**src/rtl/ser_cfg_pkg.sv**
```systemverilog
package ser_cfg_pkg;
  localparam int FRAME_BITS = 14;
  localparam int HDR_BITS   = 4;
  localparam int DATA_BITS  = FRAME_BITS - HDR_BITS;
  localparam int SHORT_BITS = 8;
  localparam int CNT_W      = $clog2(FRAME_BITS + 1);

  localparam logic [2:0] ADDR_MODE  = 3'd1;
  localparam logic [2:0] ADDR_GAIN  = 3'd2;
  localparam logic [2:0] ADDR_DAC1  = 3'd3;
  localparam logic [2:0] ADDR_DAC2  = 3'd4;
  localparam logic [2:0] ADDR_MODE2 = 3'd5;

  localparam logic [1:0] OP_AUX = 2'b01;
  localparam logic [DATA_BITS-1:0] MODE_RST = 10'h003;
endpackage

```
**src/rtl/ser_sync.sv**
```systemverilog
module ser_sync #(
  parameter int STAGES = 2
) (
  input  logic clk_i,
  input  logic rst_ni,
  input  logic sck_i,
  input  logic sl_i,
  input  logic sd_i,
  output logic sck_rise_o,
  output logic sl_rise_o,
  output logic sl_o,
  output logic sd_o
);
  // bit order {sd, sl, sck}; strobe idles high
  localparam logic [2:0] IDLE = 3'b010;

  logic [STAGES-1:0][2:0] stg_q;
  logic [1:0]             prev_q;
  logic [2:0]             cur;

  assign cur = stg_q[STAGES-1];

  always_ff @(posedge clk_i or negedge rst_ni) begin
    if (!rst_ni) begin
      stg_q  <= {STAGES{IDLE}};
      prev_q <= IDLE[1:0];
    end else begin
      for (int s = STAGES - 1; s > 0; s--) stg_q[s] <= stg_q[s-1];
      stg_q[0] <= {sd_i, sl_i, sck_i};
      prev_q   <= cur[1:0];
    end
  end

  assign sck_rise_o = cur[0] & ~prev_q[0];
  assign sl_rise_o  = cur[1] & ~prev_q[1];
  assign sl_o       = cur[1];
  assign sd_o       = cur[2];
endmodule

```
**src/rtl/ser_frame.sv**
```systemverilog
module ser_frame
  import ser_cfg_pkg::*;
(
  input  logic                 clk_i,
  input  logic                 rst_ni,
  input  logic                 sck_rise_i,
  input  logic                 sl_i,
  input  logic                 sd_i,
  input  logic [DATA_BITS-1:0] rd_word_i,
  output logic [CNT_W-1:0]     cnt_o,
  output logic                 rnw_o,
  output logic [2:0]           addr_o,
  output logic [DATA_BITS-1:0] data_o,
  output logic                 sd_o,
  output logic                 oe_o
);
  localparam logic [CNT_W-1:0] LAST = CNT_W'(FRAME_BITS);
  localparam logic [CNT_W-1:0] HDR  = CNT_W'(HDR_BITS);

  logic [CNT_W-1:0]     cnt_q;
  logic                 rnw_q;
  logic [2:0]           addr_q;
  logic [DATA_BITS-1:0] data_q;
  logic [CNT_W-1:0]     ridx;
  logic [DATA_BITS-1:0] rd_sh;

  always_ff @(posedge clk_i or negedge rst_ni) begin
    if (!rst_ni) begin
      cnt_q  <= '0;
      rnw_q  <= 1'b0;
      addr_q <= '0;
      data_q <= '0;
    end else if (sl_i) begin
      cnt_q  <= '0;
      rnw_q  <= 1'b0;
      addr_q <= '0;
      data_q <= '0;
    end else if (sck_rise_i && cnt_q < LAST) begin
      if (cnt_q == '0)     rnw_q <= sd_i;
      else if (cnt_q < HDR) addr_q[cnt_q[1:0] - 2'd1] <= sd_i;
      else                 data_q[cnt_q - HDR] <= sd_i;
      cnt_q <= cnt_q + 1'b1;
    end
  end

  // read data phase: bit k after edge HDR+k
  assign ridx  = cnt_q - HDR;
  assign rd_sh = rd_word_i >> ridx;
  assign oe_o  = rnw_q && !sl_i && cnt_q >= HDR && cnt_q < LAST;
  assign sd_o  = oe_o & rd_sh[0];

  assign cnt_o  = cnt_q;
  assign rnw_o  = rnw_q;
  assign addr_o = addr_q;
  assign data_o = data_q;
endmodule

```
**src/rtl/ser_bank.sv**
```systemverilog
module ser_bank
  import ser_cfg_pkg::*;
#(
  parameter int DAC_W = 8
) (
  input  logic                 clk_i,
  input  logic                 rst_ni,
  input  logic                 commit_i,
  input  logic                 rnw_i,
  input  logic [2:0]           addr_i,
  input  logic [CNT_W-1:0]     cnt_i,
  input  logic [DATA_BITS-1:0] data_i,
  output logic [DATA_BITS-1:0] mode_o,
  output logic [DATA_BITS-1:0] gain_o,
  output logic [DAC_W-1:0]     dac1_o,
  output logic [DAC_W-1:0]     dac2_o,
  output logic [2:0]           mode2_o,
  output logic [DATA_BITS-1:0] rd_word_o
);
  localparam int PAD = DATA_BITS - DAC_W;
  localparam int LOW = DATA_BITS - SHORT_BITS;

  logic [DATA_BITS-1:0] mode_q, gain_q;
  logic [DAC_W-1:0]     dac1_q, dac2_q;
  logic [2:0]           m2_q;   // {dac_on, gain_int, ofs_dis}
  logic                 wr_full, wr_short;

  assign wr_full  = commit_i && !rnw_i && cnt_i == CNT_W'(FRAME_BITS);
  assign wr_short = commit_i && !rnw_i && cnt_i == CNT_W'(HDR_BITS + SHORT_BITS)
                    && addr_i == ADDR_GAIN && mode_q[1:0] == OP_AUX;

  always_ff @(posedge clk_i or negedge rst_ni) begin
    if (!rst_ni) begin
      mode_q <= MODE_RST;
      gain_q <= '0;
      dac1_q <= '0;
      dac2_q <= '0;
      m2_q   <= '0;
    end else if (wr_short) begin
      gain_q <= {data_i[SHORT_BITS-1:0], {LOW{1'b0}}};
    end else if (wr_full) begin
      case (addr_i)
        ADDR_MODE:  mode_q <= data_i;
        ADDR_GAIN:  gain_q <= data_i;
        ADDR_DAC1:  dac1_q <= data_i[DAC_W-1:0];
        ADDR_DAC2:  dac2_q <= data_i[DAC_W-1:0];
        ADDR_MODE2: m2_q   <= {data_i[3], data_i[2], data_i[0]};
        default: ;
      endcase
    end
  end

  always_comb begin
    case (addr_i)
      ADDR_MODE:  rd_word_o = mode_q;
      ADDR_GAIN:  rd_word_o = gain_q;
      ADDR_DAC1:  rd_word_o = {{PAD{1'b0}}, dac1_q};
      ADDR_DAC2:  rd_word_o = {{PAD{1'b0}}, dac2_q};
      ADDR_MODE2: rd_word_o = {6'b0, m2_q[2], m2_q[1], 1'b0, m2_q[0]};
      default:    rd_word_o = '0;
    endcase
  end

  assign mode_o  = mode_q;
  assign gain_o  = gain_q;
  assign dac1_o  = dac1_q;
  assign dac2_o  = dac2_q;
  assign mode2_o = m2_q;
endmodule

```
**src/rtl/ser_cfg_port.sv**
```systemverilog
module ser_cfg_port
  import ser_cfg_pkg::*;
#(
  parameter int SYNC_STAGES = 2,
  parameter int DAC_W       = 8
) (
  input  logic                 clk_i,
  input  logic                 rst_ni,
  input  logic                 sck_i,
  input  logic                 sl_i,
  input  logic                 sdata_i,
  output logic                 sdata_o,
  output logic                 sdata_oe_o,
  output logic [1:0]           op_mode_o,
  output logic [1:0]           out_mode_o,
  output logic [1:0]           clk_pol_o,
  output logic [1:0]           pd_mode_o,
  output logic [1:0]           clamp_sel_o,
  output logic [6:0]           clamp_level_o,
  output logic [DATA_BITS-1:0] gain_o,
  output logic [DAC_W-1:0]     dac1_o,
  output logic [DAC_W-1:0]     dac2_o,
  output logic                 ofs_corr_en_o,
  output logic                 gain_int_o,
  output logic                 dac_on_o
);
  logic                 sck_rise, sl_rise, sl_lvl, sd_lvl;
  logic [CNT_W-1:0]     cnt;
  logic                 rnw;
  logic [2:0]           addr;
  logic [DATA_BITS-1:0] data, rd_word, mode;
  logic [2:0]           mode2;

  ser_sync #(.STAGES(SYNC_STAGES)) u_sync (
    .clk_i, .rst_ni, .sck_i, .sl_i, .sd_i(sdata_i),
    .sck_rise_o(sck_rise), .sl_rise_o(sl_rise), .sl_o(sl_lvl), .sd_o(sd_lvl)
  );

  ser_frame u_frame (
    .clk_i, .rst_ni, .sck_rise_i(sck_rise), .sl_i(sl_lvl), .sd_i(sd_lvl),
    .rd_word_i(rd_word), .cnt_o(cnt), .rnw_o(rnw), .addr_o(addr), .data_o(data),
    .sd_o(sdata_o), .oe_o(sdata_oe_o)
  );

  ser_bank #(.DAC_W(DAC_W)) u_bank (
    .clk_i, .rst_ni, .commit_i(sl_rise), .rnw_i(rnw), .addr_i(addr), .cnt_i(cnt),
    .data_i(data), .mode_o(mode), .gain_o(gain_o), .dac1_o(dac1_o), .dac2_o(dac2_o),
    .mode2_o(mode2), .rd_word_o(rd_word)
  );

  assign op_mode_o     = mode[1:0];
  assign pd_mode_o     = mode[3:2];
  assign clamp_sel_o   = mode[5:4];
  assign clk_pol_o     = mode[7:6];
  assign out_mode_o    = mode[9:8];
  assign ofs_corr_en_o = ~mode2[0];
  assign gain_int_o    = mode2[1];
  assign dac_on_o      = mode2[2];

  always_comb begin
    case (clamp_sel_o)
      2'b00:   clamp_level_o = 7'd32;
      2'b01:   clamp_level_o = 7'd48;
      2'b10:   clamp_level_o = 7'd64;
      default: clamp_level_o = 7'd16;
    endcase
  end
endmodule

```
**config.mk**
```make
export PLATFORM = sky130hd
export DESIGN_NAME = ser_cfg_port
export DESIGN_NICKNAME = d
export VERILOG_FILES = /design/src/rtl/ser_cfg_pkg.sv /design/src/rtl/ser_sync.sv /design/src/rtl/ser_frame.sv /design/src/rtl/ser_bank.sv /design/src/rtl/ser_cfg_port.sv
export SDC_FILE = /design/constraint.sdc
export NUM_CORES = 1
export LEC_CHECK = 0
export BUFFER_PORTS_ARGS = -buffer_cell sky130_fd_sc_hd__buf_2
export CAP_MARGIN = 20
export CORE_MARGIN = 2
export CORE_UTILIZATION = 50
export DETAILED_ROUTE_END_ITERATION = 10
export PLACE_DENSITY = 0.69
export SYNTH_ARGS = -nofsm -noshare
export SYNTH_HDL_FRONTEND = slang
export SYNTH_SLANG_ARGS = --single-unit
export TNS_END_PERCENT = 50
```
**constraint.sdc**
```tcl
create_clock -name clk_i -period 2.8 [get_ports clk_i]
set_input_delay 0.14 -clock clk_i [delete_from_list [all_inputs] [get_ports clk_i]]
set_output_delay 0.14 -clock clk_i [all_outputs]
set_load 0.01 [all_outputs]
```
==> results of run 1 <==
power by group through the flow:
stage | sequential, W | clock (W) | combinational [W]
after global placement | 0.000977 | 0 | 0.0000751
after CTS | 0.000960 | 0.000750 | 0.0000790
after global routing | 0.000962 | 0.000797 | 0.0000888
after floorplan | 0.000971 | 0 | 0.0000505
after detailed placement | 0.000978 | 0 | 0.0000757
final | 0.000961 | 0.000731 | 0.0000788
logic make-up (layout without fill, tap and decap cells):
kind of cell               after synthesis  count (layout)  synth area share, %
and+or+nand+nor                         84              84                 14.3
DFF                                     65              65                 49.3
muxes                                   59              59                 19.2
AOI/OAI and AO/OA                       42              42                 8.09
buffers and inverters                   28              81                 4.69
adders and majority gates                9               9                 3.40
xor gates and xnor gates                 3               3                0.794
other                                    1               4                0.113
per-layer routing:
layer	vias up	track usage, %	wire length [um]
met5	-	0	0
met4	0	7.22	89
li1	1134	-	-
met3	10	4.38	560
met2	104	35.5	3650
met1	1200	33.0	3490
synthesized netlist by cell type (all sizes together):
cell type	number	area, um2
nand4	2	12.5
o21ai	4	20.0
a311o	1	10.0
mux2	37	417
a2bb2oi	1	8.76
xnor2	3	26.3
clkbuf	5	18.8
nor3	1	10.0
a311oi	2	17.5
ha	9	113
a22oi	3	22.5
a211oi	1	7.51
nor3b	1	12.5
a32oi	1	8.76
a221oi	4	35.0
dfstp	5	131
o211ai	2	15.0
or2	1	6.26
a21oi	20	100
nand3	19	105
a211o	1	8.76
mux2i	22	220
nand2	12	47.6
conb	1	3.75
and4b	1	10.0
nor4	1	6.26
inv	8	30.0
and3b	4	35.0
nor2b	5	31.3
dfrtp	60	1500
nor2	27	101
o31ai	1	7.51
nor4b	3	47.5
and3	3	23.8
buf	15	106
a31oi	1	6.26
and2	3	18.8
nand2b	1	6.26
cells in the final DEF, fill, tap and decap left out, types with 9 or more instances in the layout:
cell type and instances:
a21oi_1 20, nor2_1 27, dfrtp_1 60, mux2_2 35, nand3_1 17, clkbuf_8 9
ha_1 9, buf_2 48, mux2i_1 22, nand2_1 11
final cells by class:
type / instances / area, um2
fillers: 555 / 2590
flip-flops and latches: 65 / 1630
multi-input cells: 201 / 1530
repair buffers: 58 / 323
clock buffers: 11 / 131
well taps: 77 / 96.3
clock inverters: 4 / 45.0
inverters: 8 / 30.0
registers in the layout, indices dropped and copies added, names as in the netlist:
register / cells
u_sync.stg_q: 3
u_frame.rnw_o: 1
u_bank.mode_o: 10
u_frame.data_o: 10
u_bank.dac2_o: 8
u_frame.addr_o: 3
u_bank.dac1_o: 8
u_bank.gain_o: 10
u_sync.cur: 3
u_frame.cnt_o: 4
u_bank.mode2_o: 3
u_sync.prev_q: 2
per-stage QoR:
step / cell area [um2] / worst slack (ps) / hold slack (ps) / std cells
2_1_floorplan: 3320 / 630 / -156 / 294
3_3_place_gp: 3580 / 659 / 247 / 406
3_5_place_dp: 3580 / 632 / 249 / 406
4_1_cts: 3790 / 250 / 6.98 / 424
5_1_grt: 3790 / 4.14 / 55.0 / 424
6_report: 3790 / 237 / -47.2 / 424
worst min-delay path by stage:
stage	startpoint	end	slack [ps]	depth (start not counted)
after floorplan	rst_ni	u_bank.dac1_o[0]	-160	0
final	rst_ni	u_sync.stg_q[0]	-50	2
after global routing	rst_ni	u_sync.stg_q[2]	60	2
after global placement	sl_i	u_sync.stg_q[1]	250	1
after CTS	rst_ni	u_frame.data_o[9]	7	2
after detailed placement	sck_i	u_sync.stg_q[0]	250	1
critical path, stage by stage, from the launching register on:
cell	delay (ps)
dfrtp_1	480
inv_1	190
ha_1	280
nor4b_1	380
and3_1	250
nand2_1	60
o31ai_1	260
buf_2	190
==> parameters.txt, run 1 <==
Parameter                              Value

Run status
  Status    finished, violations left
  Violated checks    negative hold slack

Timing
  Setup repair after global routing missed its margin    false
  Total negative slack for setup checks    0 ps
  Final Hold Slack    -47.2 ps
  Setup clock skew after layout    10.6 ps
  Final number of max-transition violations    0
  Relative slew margins    45.4%
  Final Hold Fails    19
  Worst-Margin Slew    819 ps
  Minimum clock period after layout    2560 ps
  Maximum clock rate    390 MHz
  Final worst path period share    91.6%
  # setup viols final    0

Logic synthesis
  Gate count after technology mapping    291
  Number of storage elements in the synthesis netlist    65
  Sequential cell area fraction in the yosys report    49.3%
  Yosys synthesis warning count    0
  Post-synthesis cell area    3310 um2
  Number of library cell types mapped by synthesis    47
  Mapped Avg Cell Area    11.4 um2

Cells and area
  Total inserted antenna cells    0
  Area Overhead vs Synth    14.6%
  Share of the core filled with cells in the final layout    59.4%
  Number of nets in the layout    357
  Fraction of layout instances using a drive strength above 1    33.7%

Drt
  Vias per std cell    5.77
  Via count of the routed design    2448
  WL/cell    18.4 um
  Count of nets left with antenna violations after detail routing    0
  Length of the first detailed-routing pass in iterations    4
  Total Wirelength    7780 um
  DRC violations left    0
  Number of DRC markers after the initial detailed-route iteration    251

GRT
  Initial antenna violation count    0
  GRT Total Usage    23.0%
  Largest net degree at the start of global routing    66
  Overall overflow remaining after global route    0
  Vias in the first global route    2401
  Global-route wire length before repair    12800 um

Worst setup path
  CP required    2660 ps
  Largest fanout on the critical path    7
  Crit path launch    u_frame.cnt_o[2]
  Terminus of the critical flop-to-flop path    u_frame.addr_o[2]
  Worst setup path endpoint    sdata_o
  Class of the most critical setup path    reg2out
  Crit path capture type    output port
  Path depth of the worst reg2reg path    6
  Startpoint type of the worst setup path    flop
  R2R setup slack    560 ps
  R2r startpoint    u_frame.cnt_o[1]
  Arrival time reported for the critical path endpoint    2420 ps

Power and ir drop
  Proportion of total power due to net switching    22.2%
  Clock network fraction of total power    41.3%
  Total power divided by cell area    467 nW/um2
  Internal cell power    0.00138 W
  Maximum vdd ir drop    0.000279 V
  Part of the power in registers    54.3%
  Net switching component of the power    0.000393 W
  Leakage power figure    1.94 nW
  Part of the total power dissipated in combinational logic    4.5%
  Power consumption    0.00177 W

Die
  Count of boundary I/O pins    53
  Die outline area    7290 um2
  Initial core utilization    51.8%
  Overall die height    85.4 um
  Placeable core area    6390 um2
  Number of placement rows    29
  Horiz. Die Dim    85.4 um

Clock network
  CTS root buf    clkbuf_8
  Clock edge transition at the registers on the reported setup and hold paths    70 ps
  Clock Sinks    65
  Number of clock buffers inserted by TritonCTS    9
  CTS H-tree lvls    3
  Buffers inserted by post-CTS timing repair    0
  CTS tree    built
  Number of cells upsized or downsized after cts    0
  Total of hold buffers inserted after clock tree synthesis    3
  Clock latency of the later-clocked register in the worst-skew pair    330 ps
  Buffer depth of the longest clock path    2

Placed design
  Port buffer count    48
  Weighted congestion reported at the end of routability-driven placement    0.882
  Half-perimeter wire length after placement    5410 um

Hold path
  Class of the tightest hold or removal check    in2async

Job
  Max-capacitance violation count    0
(Power assumes the default switching activity.)
==> run 2: changes to the inputs <==
==> constraint.sdc (replaced) <==
create_clock -name clk_i -period 2.9 [get_ports clk_i]
set_input_delay 0.145 -clock clk_i [delete_from_list [all_inputs] [get_ports clk_i]]
set_output_delay 0.145 -clock clk_i [all_outputs]
set_load 0.01 [all_outputs]
==> run 2 against run 1 <==
Compared with the run above: critical path depth did not move; sequential share of layout area shrank 0.38 points; routed wire length shrank 0.39%; count of clock-buffer cells in the layout is 3 higher; highest routed layer unchanged; the run now ends clean; utilization rose by 0.53 points; global-route usage fell by 0.51 points; register-to-register slack got worse by 40 ps.
==> parameters.txt, run 2 (synthesis gave the netlist of run 1 again) <==
Parameter                              Value

Run status
  Status    finished clean (was finished, violations left)

Die
  Initial core utilization    51.8% (unchanged)
  Count of boundary I/O pins    53 (unchanged)
  Number of placement rows    29 (unchanged)
  Placeable core area    6390 um2 (unchanged)
  Die outline area    7290 um2 (unchanged)
  Overall die height    85.4 um (unchanged)
  Horiz. Die Dim    85.4 um (unchanged)

Drt
  Wire length on met1    3630 um (was 3490 um)
  Top Metal Used    met4 (unchanged)
  Length of the first detailed-routing pass in iterations    4 (unchanged)
  Sum of met2 wire segment lengths after detailed routing    3480 um (was 3650 um)
  Via count of the routed design    2370 (was 2448)
  Number of DRC markers after the initial detailed-route iteration    201 (was 251)
  WL/cell    18.2 um (was 18.4 um)
  Vias per std cell    5.58 (was 5.77)
  Count of nets left with antenna violations after detail routing    0 (unchanged)
  Metal3 WL    496 um (was 560 um)
  Total Wirelength    7750 um (was 7780 um)
  DRC violations left    0 (unchanged)

Cells and area
  Fraction of layout instances using a drive strength above 1    33.6% (was 33.7%)
  Number of nets in the layout    357 (unchanged)
  Commonest cells after routing, fill and taps aside    dfrtp_1, buf_2, mux2_2 (unchanged)
  Total inserted antenna cells    0 (unchanged)
  Area Overhead vs Synth    15.6% (was 14.6%)
  Final cell count without fillers    425 (was 424)
  Leading cell type in the layout, fill and taps excluded    dfrtp_1 (unchanged)

Clock network
  Clock latency of the later-clocked register in the worst-skew pair    340 ps (was 330 ps)
  CTS tree    built (unchanged)
  Clock Sinks    65 (unchanged)
  CTS root buf    clkbuf_8 (unchanged)
  CTS H-tree lvls    3 (unchanged)
  Buffer depth of the longest clock path    2 (unchanged)
  Number of clock buffers inserted by TritonCTS    9 (unchanged)
  Number of cells upsized or downsized after cts    0 (unchanged)
  Clock edge transition at the registers on the reported setup and hold paths    70 ps (about the same)

Power and ir drop
  Maximum vdd ir drop    0.000287 V (was 0.000279 V)
  Total power divided by cell area    470 nW/um2 (was 467 nW/um2)
  Leakage power figure    1.95 nW (was 1.94 nW)

Placed design
  Weighted congestion reported at the end of routability-driven placement    0.925 (was 0.882)
  # placed instances    405 (was 406)
  Port buffer count    48 (unchanged)
  Half-perimeter wire length after placement    5440 um (was 5410 um)

Timing
  # setup viols final    0 (unchanged)
  Worst-Margin Slew    726 ps (was 819 ps)
  Final worst path period share    99.8%
  Final Hold Slack    349 ps (was -47.2 ps)
  Setup repair after global routing missed its margin    false (unchanged)
  Final number of max-transition violations    0 (unchanged)
  Minimum clock period after layout    2900 ps
  Maximum clock rate    345 MHz
  Relative slew margins    51.6% (was 45.4%)
  Total negative slack for setup checks    0 ps (unchanged)
  Setup clock skew after layout    8.89 ps (was 10.6 ps)
  Final Hold Fails    0 (was 19)

Worst setup path
  Path depth of the worst reg2reg path    4 (was 6)
  CP required    2760 ps (was 2660 ps)
  Class of the most critical setup path    reg2out (unchanged)
  R2R setup slack    520 ps (was 560 ps)
  Largest fanout on the critical path    7 (unchanged)
  Startpoint type of the worst setup path    flop (unchanged)
  Crit path capture type    output port (unchanged)
  Arrival time reported for the critical path endpoint    2750 ps (was 2420 ps)

GRT
  Overall overflow remaining after global route    0 (unchanged)
  Largest net degree at the start of global routing    42 (was 66)
  GRT Total Usage    22.5% (was 23.0%)
  Initial antenna violation count    0 (unchanged)
  Global-route wire length before repair    12500 um (was 12800 um)
  Vias in the first global route    2321 (was 2401)

Job
  Max-capacitance violation count    0 (unchanged)

Hold path
  Class of the tightest hold or removal check    in2async (unchanged)
## run 2: layout make-up
type / count / area, um2
Clock buffer: 14 / 173
Sequential cell: 65 / 1630
Clock inverter: 2 / 35.0
Fill cell: 563 / 2560
Multi-Input combinational cell: 201 / 1530
Tap cell: 77 / 96.3
Inverter: 8 / 30.0
Timing Repair Buffer: 58 / 325
## run 2: final timing paths
check / startpoint / to
hold / removal: rst_ni / u_bank.mode_o[3]
min in group clk_i: u_sync.stg_q[2] / u_sync.cur[2]
hold reg to reg: u_sync.stg_q[2] / u_sync.cur[2]
max in group asynchronous: rst_ni / u_sync.prev_q[1]
setup / recovery: u_frame.cnt_o[2] / sdata_o
setup reg to reg: u_sync.cur[1] / u_bank.dac2_o[4]
## run 2: timing repair
| item | CTS | global route |
|---|---|---|
| hold endpoints to repair | 25 | 0 |
| setup buffers | 0 | 0 |
| hold buffers | 4 | 0 |
## run 2: metrics by stage
step	power, W	cell area [um2]	util (%)	setup slack, ps
2_1_floorplan	0.000986	3320	-	725
3_3_place_gp	0.00101	3580	56.0	453
3_5_place_dp	0.00102	3580	56.0	492
4_1_cts	0.00181	3820	59.9	105
5_1_grt	0.00186	3820	59.9	55.3
6_report	0.00180	3820	59.9	4.82
## run 2: power by group
group	switching [W]	internal [W]
Sequential	0.0000161	0.000917
Clock	0.000328	0.000467
Combinational	0.0000443	0.0000257
## run 2: metal layers
layer  track usage (%)  vias to the layer above
met1              32.2                     1129
met2              33.0                       94
met4              8.08                        0
li1                  -                     1133
met5                 0                        -
met3              5.93                       14
## run 2: critical path: stages, from the launching register on
cell and delay, ps:
dfrtp_1 510, inv_1 200, ha_1 300, nor4b_1 580
and3_1 270, nand2_1 60, o31ai_1 290, buf_2 200
